--- config.mk ---
export PLATFORM = sky130hd
export DESIGN_NAME = seg_id_scrambler
export DESIGN_NICKNAME = d
export VERILOG_FILES = /design/src/rtl/seg_scr_pkg.sv /design/src/rtl/seg_scr_decode.sv /design/src/rtl/seg_scr_mult.sv /design/src/rtl/seg_scr_fold.sv /design/src/rtl/seg_id_scrambler.sv
export SDC_FILE = /design/constraint.sdc
export NUM_CORES = 2
export LEC_CHECK = 0
export ABC_CLOCK_PERIOD_IN_PS = 10840
export BUFFER_PORTS_ARGS = -buffer_cell sky130_fd_sc_hd__buf_2
export CAP_MARGIN = 20
export CORE_ASPECT_RATIO = 1.75
export CORE_MARGIN = 1.5
export CORE_UTILIZATION = 45
export DETAILED_ROUTE_END_ITERATION = 12
export GPL_TIMING_DRIVEN = 0
export SLEW_MARGIN = 0
export SYNTH_ARGS = -nofsm -noshare
export SYNTH_HDL_FRONTEND = slang
export SYNTH_SLANG_ARGS = --single-unit
export TNS_END_PERCENT = 1
--- constraint.sdc ---
create_clock -name clk -period 10.84 [get_ports clk]
set_input_delay 0.542 -clock clk [delete_from_list [all_inputs] [get_ports clk]]
set_output_delay 0.542 -clock clk [all_outputs]
set_load 0.01 [all_outputs]
--- src/rtl/seg_scr_pkg.sv ---
package seg_scr_pkg;
  localparam int unsigned DEF_CTX_W     = 19;
  localparam int unsigned DEF_ESID_LO_W = 18;
  localparam int unsigned DEF_ESID_HI_W = 6;
  localparam int unsigned DEF_SHIFT_LO  = 28;
  localparam int unsigned DEF_SHIFT_HI  = 40;
  localparam int unsigned DEF_SPAN_LOG2 = 46;
  localparam int unsigned DEF_EA_W      = 64;
  localparam int unsigned DEF_MULT_W    = 24;
  localparam int unsigned DEF_MULT      = 12538073;
  localparam int unsigned DEF_SLICE_W   = 8;

  typedef enum logic {
    SEG_SMALL = 1'b0,
    SEG_LARGE = 1'b1
  } seg_size_e;
endpackage

--- src/rtl/seg_scr_decode.sv ---
module seg_scr_decode #(
  parameter int unsigned CTX_W     = 19,
  parameter int unsigned ESID_LO_W = 18,
  parameter int unsigned ESID_HI_W = 6,
  parameter int unsigned SHIFT_LO  = 28,
  parameter int unsigned SHIFT_HI  = 40,
  parameter int unsigned SPAN_LOG2 = 46,
  parameter int unsigned EA_W      = 64
) (
  input  logic                          kernel,
  input  seg_scr_pkg::seg_size_e        seg_size,
  input  logic [CTX_W-1:0]              ctx,
  input  logic [EA_W-1:0]               ea,
  output logic [CTX_W+ESID_LO_W-1:0]    proto,
  output logic                          bad
);
  localparam int unsigned N_LO = CTX_W + ESID_LO_W;
  localparam int unsigned N_HI = CTX_W + ESID_HI_W;
  localparam logic [CTX_W-1:0] MAX_USER_CTX = CTX_W'((1 << CTX_W) - 5);

  logic [3:0]           nib;
  logic [CTX_W-1:0]     kctx;
  logic [CTX_W-1:0]     eff_ctx;
  logic                 span_bad;
  logic                 ctx_bad;
  logic [N_LO-1:0]      proto_raw;
  logic                 unused_ea_low;

  assign unused_ea_low = ^ea[SHIFT_LO-1:0];

  always_comb begin
    nib      = ea[EA_W-1 -: 4];
    kctx     = MAX_USER_CTX + CTX_W'(1) + CTX_W'(nib - 4'hC);
    eff_ctx  = kernel ? kctx : ctx;
    span_bad = |ea[EA_W-5:SPAN_LOG2];
    ctx_bad  = kernel ? (nib < 4'hC) : (ctx > MAX_USER_CTX);
    bad      = span_bad | ctx_bad;
    if (seg_size == seg_scr_pkg::SEG_LARGE)
      proto_raw = N_LO'({eff_ctx, ea[SHIFT_HI +: ESID_HI_W]});
    else
      proto_raw = {eff_ctx, ea[SHIFT_LO +: ESID_LO_W]};
    proto = bad ? '0 : proto_raw;
  end

  // a kernel context accepted here always lies in the top four contexts
  always_comb begin
    if (kernel && !bad) begin
      a_r5_kernel_ctx: assert (eff_ctx[CTX_W-1:2] == '1 && eff_ctx[1:0] == nib[1:0])
        else $error("kernel context outside top four");
    end
  end

  // large segments leave the upper proto bits clear
  always_comb begin
    if (seg_size == seg_scr_pkg::SEG_LARGE) begin
      a_r3_proto_narrow: assert (proto[N_LO-1:N_HI] == '0)
        else $error("large-segment proto too wide");
    end
  end
endmodule

--- src/rtl/seg_scr_mult.sv ---
module seg_scr_mult #(
  parameter int unsigned A_W     = 37,
  parameter int unsigned MULT_W  = 24,
  parameter int unsigned MULT    = 12538073,
  parameter int unsigned SLICE_W = 8
) (
  input  logic                   clk,
  input  logic                   rst_n,
  input  logic                   in_v,
  input  logic [A_W-1:0]         in_a,
  input  seg_scr_pkg::seg_size_e in_tag,
  output logic                   out_v,
  output logic [A_W+MULT_W-1:0]  out_p,
  output seg_scr_pkg::seg_size_e out_tag
);
  localparam int unsigned P_W  = A_W + MULT_W;
  localparam int unsigned NSL  = MULT_W / SLICE_W;
  localparam int unsigned PP_W = A_W + SLICE_W;
  localparam logic [MULT_W-1:0] MULT_P = MULT_W'(MULT);

  // stage 1: one partial product per multiplier slice
  logic                    v1_q;
  seg_scr_pkg::seg_size_e  tag1_q;
  logic [PP_W-1:0]         pp_d [NSL];
  logic [PP_W-1:0]         pp_q [NSL];
  // stage 2: all slices but the top one summed
  logic                    v2_q;
  seg_scr_pkg::seg_size_e  tag2_q;
  logic [P_W-1:0]          part_d, part_q;
  logic [PP_W-1:0]         last_q;
  // stage 3: full product
  logic                    v3_q;
  seg_scr_pkg::seg_size_e  tag3_q;
  logic [P_W-1:0]          prod_d, prod_q;

  for (genvar i = 0; i < NSL; i++) begin : g_slice
    assign pp_d[i] = PP_W'(in_a) * PP_W'(MULT_P[i*SLICE_W +: SLICE_W]);

    always_ff @(posedge clk or negedge rst_n) begin
      if (!rst_n)    pp_q[i] <= '0;
      else if (in_v) pp_q[i] <= pp_d[i];
    end
  end

  always_comb begin
    part_d = '0;
    for (int i = 0; i < NSL - 1; i++)
      part_d = part_d + (P_W'(pp_q[i]) << (i * SLICE_W));
    prod_d = part_q + (P_W'(last_q) << ((NSL - 1) * SLICE_W));
  end

  always_ff @(posedge clk or negedge rst_n) begin
    if (!rst_n) begin
      v1_q <= 1'b0;
      v2_q <= 1'b0;
      v3_q <= 1'b0;
    end else begin
      v1_q <= in_v;
      v2_q <= v1_q;
      v3_q <= v2_q;
    end
  end

  always_ff @(posedge clk or negedge rst_n) begin
    if (!rst_n) begin
      tag1_q <= seg_scr_pkg::SEG_SMALL;
      tag2_q <= seg_scr_pkg::SEG_SMALL;
      tag3_q <= seg_scr_pkg::SEG_SMALL;
      part_q <= '0;
      last_q <= '0;
      prod_q <= '0;
    end else begin
      if (in_v) tag1_q <= in_tag;
      if (v1_q) begin
        tag2_q <= tag1_q;
        part_q <= part_d;
        last_q <= pp_q[NSL-1];
      end
      if (v2_q) begin
        tag3_q <= tag2_q;
        prod_q <= prod_d;
      end
    end
  end

  assign out_v   = v3_q;
  assign out_p   = prod_q;
  assign out_tag = tag3_q;

  // the sliced pipeline yields the full product of the operand three cycles back
  a_r2_product: assert property (@(posedge clk) disable iff (!rst_n)
    v3_q |-> prod_q == P_W'($past(in_a, 3)) * P_W'(MULT_P))
    else $error("pipelined product mismatch");
endmodule

--- src/rtl/seg_scr_fold.sv ---
module seg_scr_fold #(
  parameter int unsigned N   = 37,
  parameter int unsigned P_W = 61
) (
  input  logic [P_W-1:0] prod,
  output logic [N-1:0]   res
);
  localparam int unsigned XW = (((P_W - N) > N) ? (P_W - N) : N) + 1;

  logic [XW-1:0] x;
  logic [XW-1:0] xp1;
  logic [XW-1:0] carry;
  logic [XW-1:0] sum;

  always_comb begin
    x     = XW'(prod >> N) + XW'(prod[N-1:0]);
    xp1   = x + XW'(1);
    carry = xp1 >> N;
    sum   = x + carry;
    res   = sum[N-1:0];
  end
endmodule

--- src/rtl/seg_id_scrambler.sv ---
module seg_id_scrambler #(
  parameter int unsigned CTX_W     = seg_scr_pkg::DEF_CTX_W,
  parameter int unsigned ESID_LO_W = seg_scr_pkg::DEF_ESID_LO_W,
  parameter int unsigned ESID_HI_W = seg_scr_pkg::DEF_ESID_HI_W,
  parameter int unsigned SHIFT_LO  = seg_scr_pkg::DEF_SHIFT_LO,
  parameter int unsigned SHIFT_HI  = seg_scr_pkg::DEF_SHIFT_HI,
  parameter int unsigned SPAN_LOG2 = seg_scr_pkg::DEF_SPAN_LOG2,
  parameter int unsigned EA_W      = seg_scr_pkg::DEF_EA_W,
  parameter int unsigned MULT_W    = seg_scr_pkg::DEF_MULT_W,
  parameter int unsigned MULT      = seg_scr_pkg::DEF_MULT,
  parameter int unsigned SLICE_W   = seg_scr_pkg::DEF_SLICE_W
) (
  input  logic                       clk,
  input  logic                       rst_n,
  input  logic                       in_valid,
  input  logic                       in_kernel,
  input  logic                       in_seg1t,
  input  logic [CTX_W-1:0]           in_context,
  input  logic [EA_W-1:0]            in_ea,
  output logic                       out_valid,
  output logic [CTX_W+ESID_LO_W-1:0] out_vsid
);
  localparam int unsigned N_LO = CTX_W + ESID_LO_W;
  localparam int unsigned N_HI = CTX_W + ESID_HI_W;
  localparam int unsigned P_W  = N_LO + MULT_W;
  localparam int unsigned LAT  = 4;

  // reset: asserted at once, released through two flops
  logic [1:0] rst_sync_q;
  logic       rst_int_n;

  always_ff @(posedge clk or negedge rst_n) begin
    if (!rst_n) rst_sync_q <= 2'b00;
    else        rst_sync_q <= {rst_sync_q[0], 1'b1};
  end
  assign rst_int_n = rst_sync_q[1];

  seg_scr_pkg::seg_size_e seg_size;
  logic [N_LO-1:0]        dec_proto;
  logic                   dec_bad;
  logic                   m_v;
  logic [P_W-1:0]         m_prod;
  seg_scr_pkg::seg_size_e m_tag;
  logic [N_LO-1:0]        res_lo;
  logic [N_HI-1:0]        res_hi;
  logic [N_LO-1:0]        vsid_d;
  logic                   out_valid_q;
  logic [N_LO-1:0]        out_vsid_q;
  seg_scr_pkg::seg_size_e out_tag_q;

  assign seg_size = in_seg1t ? seg_scr_pkg::SEG_LARGE : seg_scr_pkg::SEG_SMALL;

  seg_scr_decode #(
    .CTX_W(CTX_W), .ESID_LO_W(ESID_LO_W), .ESID_HI_W(ESID_HI_W),
    .SHIFT_LO(SHIFT_LO), .SHIFT_HI(SHIFT_HI), .SPAN_LOG2(SPAN_LOG2), .EA_W(EA_W)
  ) u_decode (
    .kernel(in_kernel), .seg_size(seg_size), .ctx(in_context), .ea(in_ea),
    .proto(dec_proto), .bad(dec_bad)
  );

  seg_scr_mult #(
    .A_W(N_LO), .MULT_W(MULT_W), .MULT(MULT), .SLICE_W(SLICE_W)
  ) u_mult (
    .clk(clk), .rst_n(rst_int_n), .in_v(in_valid), .in_a(dec_proto), .in_tag(seg_size),
    .out_v(m_v), .out_p(m_prod), .out_tag(m_tag)
  );

  seg_scr_fold #(.N(N_LO), .P_W(P_W)) u_fold_lo (.prod(m_prod), .res(res_lo));
  seg_scr_fold #(.N(N_HI), .P_W(P_W)) u_fold_hi (.prod(m_prod), .res(res_hi));

  always_comb begin
    if (m_tag == seg_scr_pkg::SEG_LARGE) vsid_d = N_LO'(res_hi);
    else                                 vsid_d = res_lo;
  end

  always_ff @(posedge clk or negedge rst_int_n) begin
    if (!rst_int_n) begin
      out_valid_q <= 1'b0;
      out_vsid_q  <= '0;
      out_tag_q   <= seg_scr_pkg::SEG_SMALL;
    end else begin
      out_valid_q <= m_v;
      if (m_v) begin
        out_vsid_q <= vsid_d;
        out_tag_q  <= m_tag;
      end
    end
  end

  assign out_valid = out_valid_q;
  assign out_vsid  = out_vsid_q;

  // checker: cycles since reset release, saturating at the latency
  logic [2:0] since_rst_q;
  always_ff @(posedge clk or negedge rst_int_n) begin
    if (!rst_int_n)              since_rst_q <= '0;
    else if (since_rst_q != LAT) since_rst_q <= since_rst_q + 3'd1;
  end

  a_r1_latency: assert property (@(posedge clk) disable iff (!rst_int_n)
    (since_rst_q == LAT) |-> out_valid_q == $past(in_valid, 4))
    else $error("result strobe not four cycles after request");

  a_r7_bad_zero: assert property (@(posedge clk) disable iff (!rst_int_n)
    (since_rst_q == LAT && out_valid_q && $past(dec_bad, 4)) |-> out_vsid_q == '0)
    else $error("rejected request gave nonzero identifier");

  a_r4_no_modulus: assert property (@(posedge clk) disable iff (!rst_int_n)
    (out_valid_q && out_tag_q == seg_scr_pkg::SEG_SMALL) |-> out_vsid_q != '1)
    else $error("small-segment result equals modulus");

  a_r3_large_range: assert property (@(posedge clk) disable iff (!rst_int_n)
    (out_valid_q && out_tag_q == seg_scr_pkg::SEG_LARGE) |->
      (out_vsid_q[N_LO-1:N_HI] == '0 && out_vsid_q[N_HI-1:0] != '1))
    else $error("large-segment result out of range");

  a_r10_hold: assert property (@(posedge clk) disable iff (!rst_int_n)
    !out_valid_q |-> $stable(out_vsid_q))
    else $error("identifier changed without strobe");
endmodule

After elaboration in Yosys (flattened, before gate mapping)
Cells that the tools add are included.
{ "totals": {"out_inout_bits": 38, "elab_cells": 38, "input_bits": 88, "register_bits": 343} }
{ "op_classes": {"n_lt_le_gt_ge": 2, "add_sub_neg": 10, "muxes": 6, "bitwise_logic": 1, "n_reduce_logical": 1, "mul": 3} }
{ "ops": {"columns": ["operator", "n"], "rows": [
  ["37-bit 2-to-1 mux", 3],
  ["37-bit by 8-bit multiplier with 45-bit output, second input constant", 2],
  ["61-bit adder", 1],
  ["45-bit by 52-bit adder with 53-bit output", 1],
  ["37-bit by 3-bit multiplier with 40-bit output, second input constant", 1],
  ["24-bit by 37-bit adder with 38-bit output", 1],
  ["38-bit by 1-bit adder with 38-bit output, second input constant", 1],
  ["36-bit by 25-bit adder with 37-bit output", 1],
  ["37-bit by 1-bit adder with 37-bit output", 1],
  ["37-bit by 1-bit adder with 37-bit output, second input constant", 1],
  ["25-bit by 12-bit adder with 25-bit output", 1],
  ["19-bit adder, first input constant", 1],
  ["19-bit greater-than comparator, second input constant", 1],
  ["19-bit 2-to-1 mux", 1],
  ["14-bit OR reduction", 1],
  ["4-bit by 4-bit subtractor with 5-bit output, second input constant", 1],
  ["4-bit less-than comparator, second input constant", 1],
  ["1-bit 2-to-1 mux", 2],
  ["1-bit OR", 1]
]} }

Longest topological paths before layout
{ "depth": {"ltp_word": 6, "ltp_mapped": 28, "ltp_nobuf": 27} }

By module
A second synthesis with hierarchy kept.
{ "hier_totals": {"cells_unflattened": 4107, "hier_area_um2": 37825.0} }
{ "modules_own_cells": {"columns": ["module", "cells_per_inst", "n_inst", "area_each_um2"], "rows": [
  ["seg_scr_mult", 3065, 1, 29965.0],
  ["seg_scr_fold (u_fold_hi)", 415, 1, 2846.5],
  ["seg_scr_fold (u_fold_lo)", 346, 1, 2453.6],
  ["seg_id_scrambler", 164, 1, 1764.2],
  ["seg_scr_decode", 117, 1, 795.8]
]} }

Worst setup path before layout
No wires, ideal clock.
{ "synth_path": {"path_kind": "input to register", "start": "input in_kernel", "end": "register u_mult.pp_q[41] (netlist bit)", "n_path_buf": 1, "arrival_ps": 7295, "stages": 23, "slack_ps": 3421, "cell_sequence": "clkbuf_1 > a211oi_1 > and4_1 > o21ai_1 > a211oi_1 > inv_1 > fa_1 > inv_1 > fa_1 > fa_1 > inv_1 > fa_1 > inv_1 > ha_1 > or4_1 > o22a_1 > a41o_1 > a211o_1 > a21boi_0 > o31ai_1 > a311oi_1 > xnor2_1 > mux2_2"} }
{ "synth_via": {"elab_chain_cells": 4, "word_cells_on_any_way": 6, "cone_classes": "1 x mul; 4 x mux; 1 x bitwise"} }
{ "synth_rtl": {"columns": ["item", "line", "source"], "rows": [
  ["from (decl)", "seg_id_scrambler.sv:16", "input logic in_kernel,"],
  ["1-bit 2-to-1 mux or 19-bit 2-to-1 mux (tied branches)", "seg_scr_decode.sv:36, seg_scr_decode.sv:34", null],
  ["1-bit OR or 37-bit 2-to-1 mux (tied branches)", "seg_scr_decode.sv:37, seg_scr_decode.sv:38", null],
  ["37-bit 2-to-1 mux *", "seg_scr_decode.sv:42", "proto = bad ? '0 : proto_raw;"],
  ["37-bit by 8-bit multiplier with 45-bit output *", "seg_scr_mult.sv:37", "assign pp_d[i] = PP_W'(in_a) * PP_W'(MULT_P[i*SLICE_W +: SLICE_W]);"],
  ["to (signal, indexed assignment)", "seg_scr_mult.sv:41", "else if (in_v) pp_q[i] <= pp_d[i];"],
  ["to (decl)", "seg_scr_mult.sv:25", "logic [PP_W-1:0] pp_q [NSL];"]
]} }
Every way passes the cells marked *; elsewhere a longest branch is shown, timed or not.
A chain may end at the register's enable or synchronous reset.

Worst setup path after layout
{ "layout_path": {"start": "register u_mult.prod_q[25] (netlist: u_mult.out_p[25])", "end": "register out_vsid_q[14] (netlist: out_vsid[14])"} }
{ "layout_via": {"elab_chain_cells": 4, "word_cells_on_any_way": 7, "cone_classes": "6 x add/sub; 1 x mux"} }
{ "layout_rtl": {"columns": ["item", "line", "source"], "rows": [
  ["from (decl)", "seg_scr_mult.sv:34", "logic [P_W-1:0] prod_d, prod_q;"],
  ["from (signal assigned)", "seg_scr_mult.sv:81", "prod_q <= prod_d;"],
  ["24-bit by 37-bit adder with 38-bit output or 36-bit by 25-bit adder with 37-bit output (tied branches)", "seg_scr_fold.sv:16", "x = XW'(prod >> N) + XW'(prod[N-1:0]);"],
  ["38-bit by 1-bit adder with 38-bit output or 37-bit by 1-bit adder with 37-bit output (tied branches)", "seg_scr_fold.sv:17", "xp1 = x + XW'(1);"],
  ["37-bit by 1-bit adder with 37-bit output or 25-bit by 12-bit adder with 25-bit output (tied branches)", "seg_scr_fold.sv:19", "sum = x + carry;"],
  ["37-bit 2-to-1 mux *", "seg_id_scrambler.sv:72", "if (m_tag == seg_scr_pkg::SEG_LARGE) vsid_d = N_LO'(res_hi);"],
  ["to (signal assigned)", "seg_id_scrambler.sv:84", "out_vsid_q <= vsid_d;"],
  ["to (decl)", "seg_id_scrambler.sv:48", "logic [N_LO-1:0] out_vsid_q;"]
]} }
Marked as above.

==> results.md <==
* Leakage Power at 21.7 nW
* Die Wd at 220 um
* CORE AREA at 0.0812 mm^2
* Via count at 29.2k
* Hold Path Class: input pin to flip-flop
* Fin nets at 4848
* DR vias/cell at between 5 and 6
* Synthesized net count at 4697
* CP required at around 11000 ps
* N_diodes at 0
* Final Core Density at 0.495
* Vias in the first global route at around 30k
* Total grt overflow at 0
* Synthesized area at 0.0370 mm^2
* PortBufs at 96
* Worst-skew pair later-pin latency at 610 ps
* Worst-path clk slew at ~70 ps
* Fmax at 119 MHz
* Antenna viol nets, final at 0
* CP Launch Point: u_mult.out_p[25]
* Total CTS buffers at 31
* Fin crit period at around 8400 ps
* Count leader, synth: inv_1
* Detailed Place HPWL at 98000 um
* Setup Skew at 16.9 ps
* Outcome: completed
* I/O Pins at roughly 130
* Pre-CTS setup slack at 2500 ps
* Die area at 0.0839 mm^2
* Layout cells sized above 1 at 0.112
* Global Route Usage Sum at 0.278
* Cell count after synthesis at about 4k
* Die Span Y at 382 um
* Crit path kind: flip-flop to flip-flop
* Top cells by area, synth: dfrtp_1 (22%), fa_1 (14%), ha_1 (13%)
* Wl on met1 at 39600 um
* Fin crit share at 0.773
* Routability Congestion at 0.979
* P&R area growth vs syn at 8.80%
* DR pass1 iterations at 5
* First-pass GRT wire length at 177000 um
* RR Startpoint: u_mult.out_p[25]
* Drt wl/cell at 22.2 um
* # rows at roughly 140
* Top layer in use: met4
* Critical Path End Type: flip-flop
* Starting Density at 0.455
* Drc violations at 0
* Post-synth EDFFs at 0
* HP Start: in_valid
* FF+latch count, synth at 331
* Postcts setup bufs at 0
* Hold Path Depth at 1
* R2r worst-path depth at 23
* Post-CTS resize count at 0
* Clk root buf: clkbuf_16
* Slew margin rel. at 0.195
* Dominant synthesized flop cell: dfrtp_1
* WL final at roughly 110000 um
* Actual slew at the worst max-slew pin at 1190 ps
* Asr flop ratio synth at 1.00
* Fin. Hold Viols at 0
* Met2 WL post-DR at 62800 um
* Met3 WL post-DR at 2920 um
* Top cells by count, synth: inv_1 (511), ha_1 (397), dfrtp_1 (331)
* Max-capacitance violation count at 0
* Final cell count without fillers at between 5k and 6k
* Max FO, Critical Path at 5
* Register-to-register setup slack at 2460 ps
* Maximum VDD drop at about 0.12 mV
* Worst Hold Path EP: u_mult.v1_q
* Final-report max-slew violation count at 0
* Placed cells at 5118
* Clock sinks at between 300 and 400
* Synthesized area per cell at 9.35 um^2
* Synth warn at 0
* Setup violators final at 0
* Largest net degree at the start of global routing at 71
* Worst setup margin at 2460 ps
* CTS tree: built
* CP startpoint kind: flip-flop
* Iter 0 DRT Violations at 1118
* Initial antenna violation count at 0
* RSZ-0062 raised after global routing: no
* Longest Clk Path Bufs at 3
* Top cell type's share of synthesized area at 0.224
* H-tree depth at 1
* PD cells at a little over 70 mW/mm^2
* Total power at 2.89 mW
* Worst EP arrival at 8910 ps
* Area leader, netlist: dfrtp_1
* R2r endpoint: out_vsid[14]
* Fin Hold WS at between 100 and 150 ps
* Yosys cell types at 96
* Sequential area share after synthesis at 0.224
[state kept, by name (all words and copies together), names as in the netlist]
signal,cells
u_mult.pp_q,127
u_mult.out_p,61
u_mult.part_q,52
u_mult.last_q,45
out_vsid,37
rst_sync_q,2
out_valid,1
u_mult.out_tag,1
u_mult.out_v,1
u_mult.tag1_q,1
u_mult.tag2_q,1
u_mult.v1_q,1
u_mult.v2_q,1
[metal layers]
layer,vias to the layer above,track usage
met5,-,0
met4,0,0.193
met3,245,0.0210
met2,568,0.540
met1,14246,0.272
li1,14152,-
[report_power, final]
group	internal, mW	switching, mW
Sequential	1.26	0.0447
Combinational	0.116	0.214
Clock	0.708	0.539
Total	2.09	0.798
[timing repair]
item	4_1_cts	5_1_grt
hold endpoints to repair	2	0
hold buffers	1	0
endpoints found under the setup margin	0	0
[cells in the final DEF, fill, tap and decap left out, drive strengths merged, types with 13 or more instances in the layout]
cell type	synthesis	routed
nand3	74	74
o31ai	25	25
xor2	109	109
nand2	197	197
ha	397	397
or3	17	17
and2	23	23
and4	14	14
nand2b	38	38
fa	260	260
a21oi	266	266
and3	46	46
inv	511	517
o211ai	20	20
buf	10	127
a31oi	26	26
xnor2	192	192
clkbuf	96	128
o21bai	33	33
o21ai	171	171
nand4	45	45
a21o	176	176
mux2i	20	20
nor2b	44	44
nor2	187	187
mux2	228	228
nor4	25	25
o21a	33	33
nor3	57	57
o31a	13	13
a211oi	37	37
or2	15	15
dfrtp	331	331
[worst max-delay path: stages (launching register included)]
cell and delay (ps):
dfrtp_1 450, ha_1 250, fa_1 440, a211o_1 350, a21oi_1 230, nor4bb_1 1030, o311ai_0 510, nor4_1 400
nand4_1 180, nor4_2 420, o21ai_0 460, xnor2_1 270, ha_1 370, a21o_1 200, a21oi_1 210, o21ai_0 180
or3_1 340, a31oi_1 310, o21ai_0 220, o221ai_1 460, nor3_1 120, xor2_1 510, mux2i_1 200, a21oi_1 180
[layout make-up]
cell class / instances / area (um^2)
Inverter: 513 / 1930
Timing Repair Buffer: 118 / 776
Clock inverter: 26 / 362
Sequential cell: 331 / 8290
Fill cell: 7887 / 40900
Multi-Input combinational cell: 3002 / 26300
Clock buffer: 32 / 790
Tap cell: 1050 / 1310
Buffer: 106 / 422
[per-stage QoR]
step	instance area [um^2]	setup TNS (ps)
floorplan	37000	0
global placement	38700	-1031920
detailed placement	39000	0
CTS	40200	0
global route	40200	0
finish	40200	0
[logic make-up after synthesis]
logic type | share of synthesized area
compound gates | 0.171
xor+xnor | 0.0713
fa+ha+maj | 0.277
buf+inv | 0.0635
flops | 0.224
mux | 0.0749
other cells | 0.000101
simple gates | 0.119
[worst max path at each step]
stage,to,cells after the start
CTS,out_vsid[22],22
global placement,u_mult.pp_q[96],0
finish,out_vsid[14],23
global route,out_vsid[14],23
floorplan,out_valid,0
detailed placement,u_mult.pp_q[41],25
Note: power is estimated with default switching activity, not from simulation.
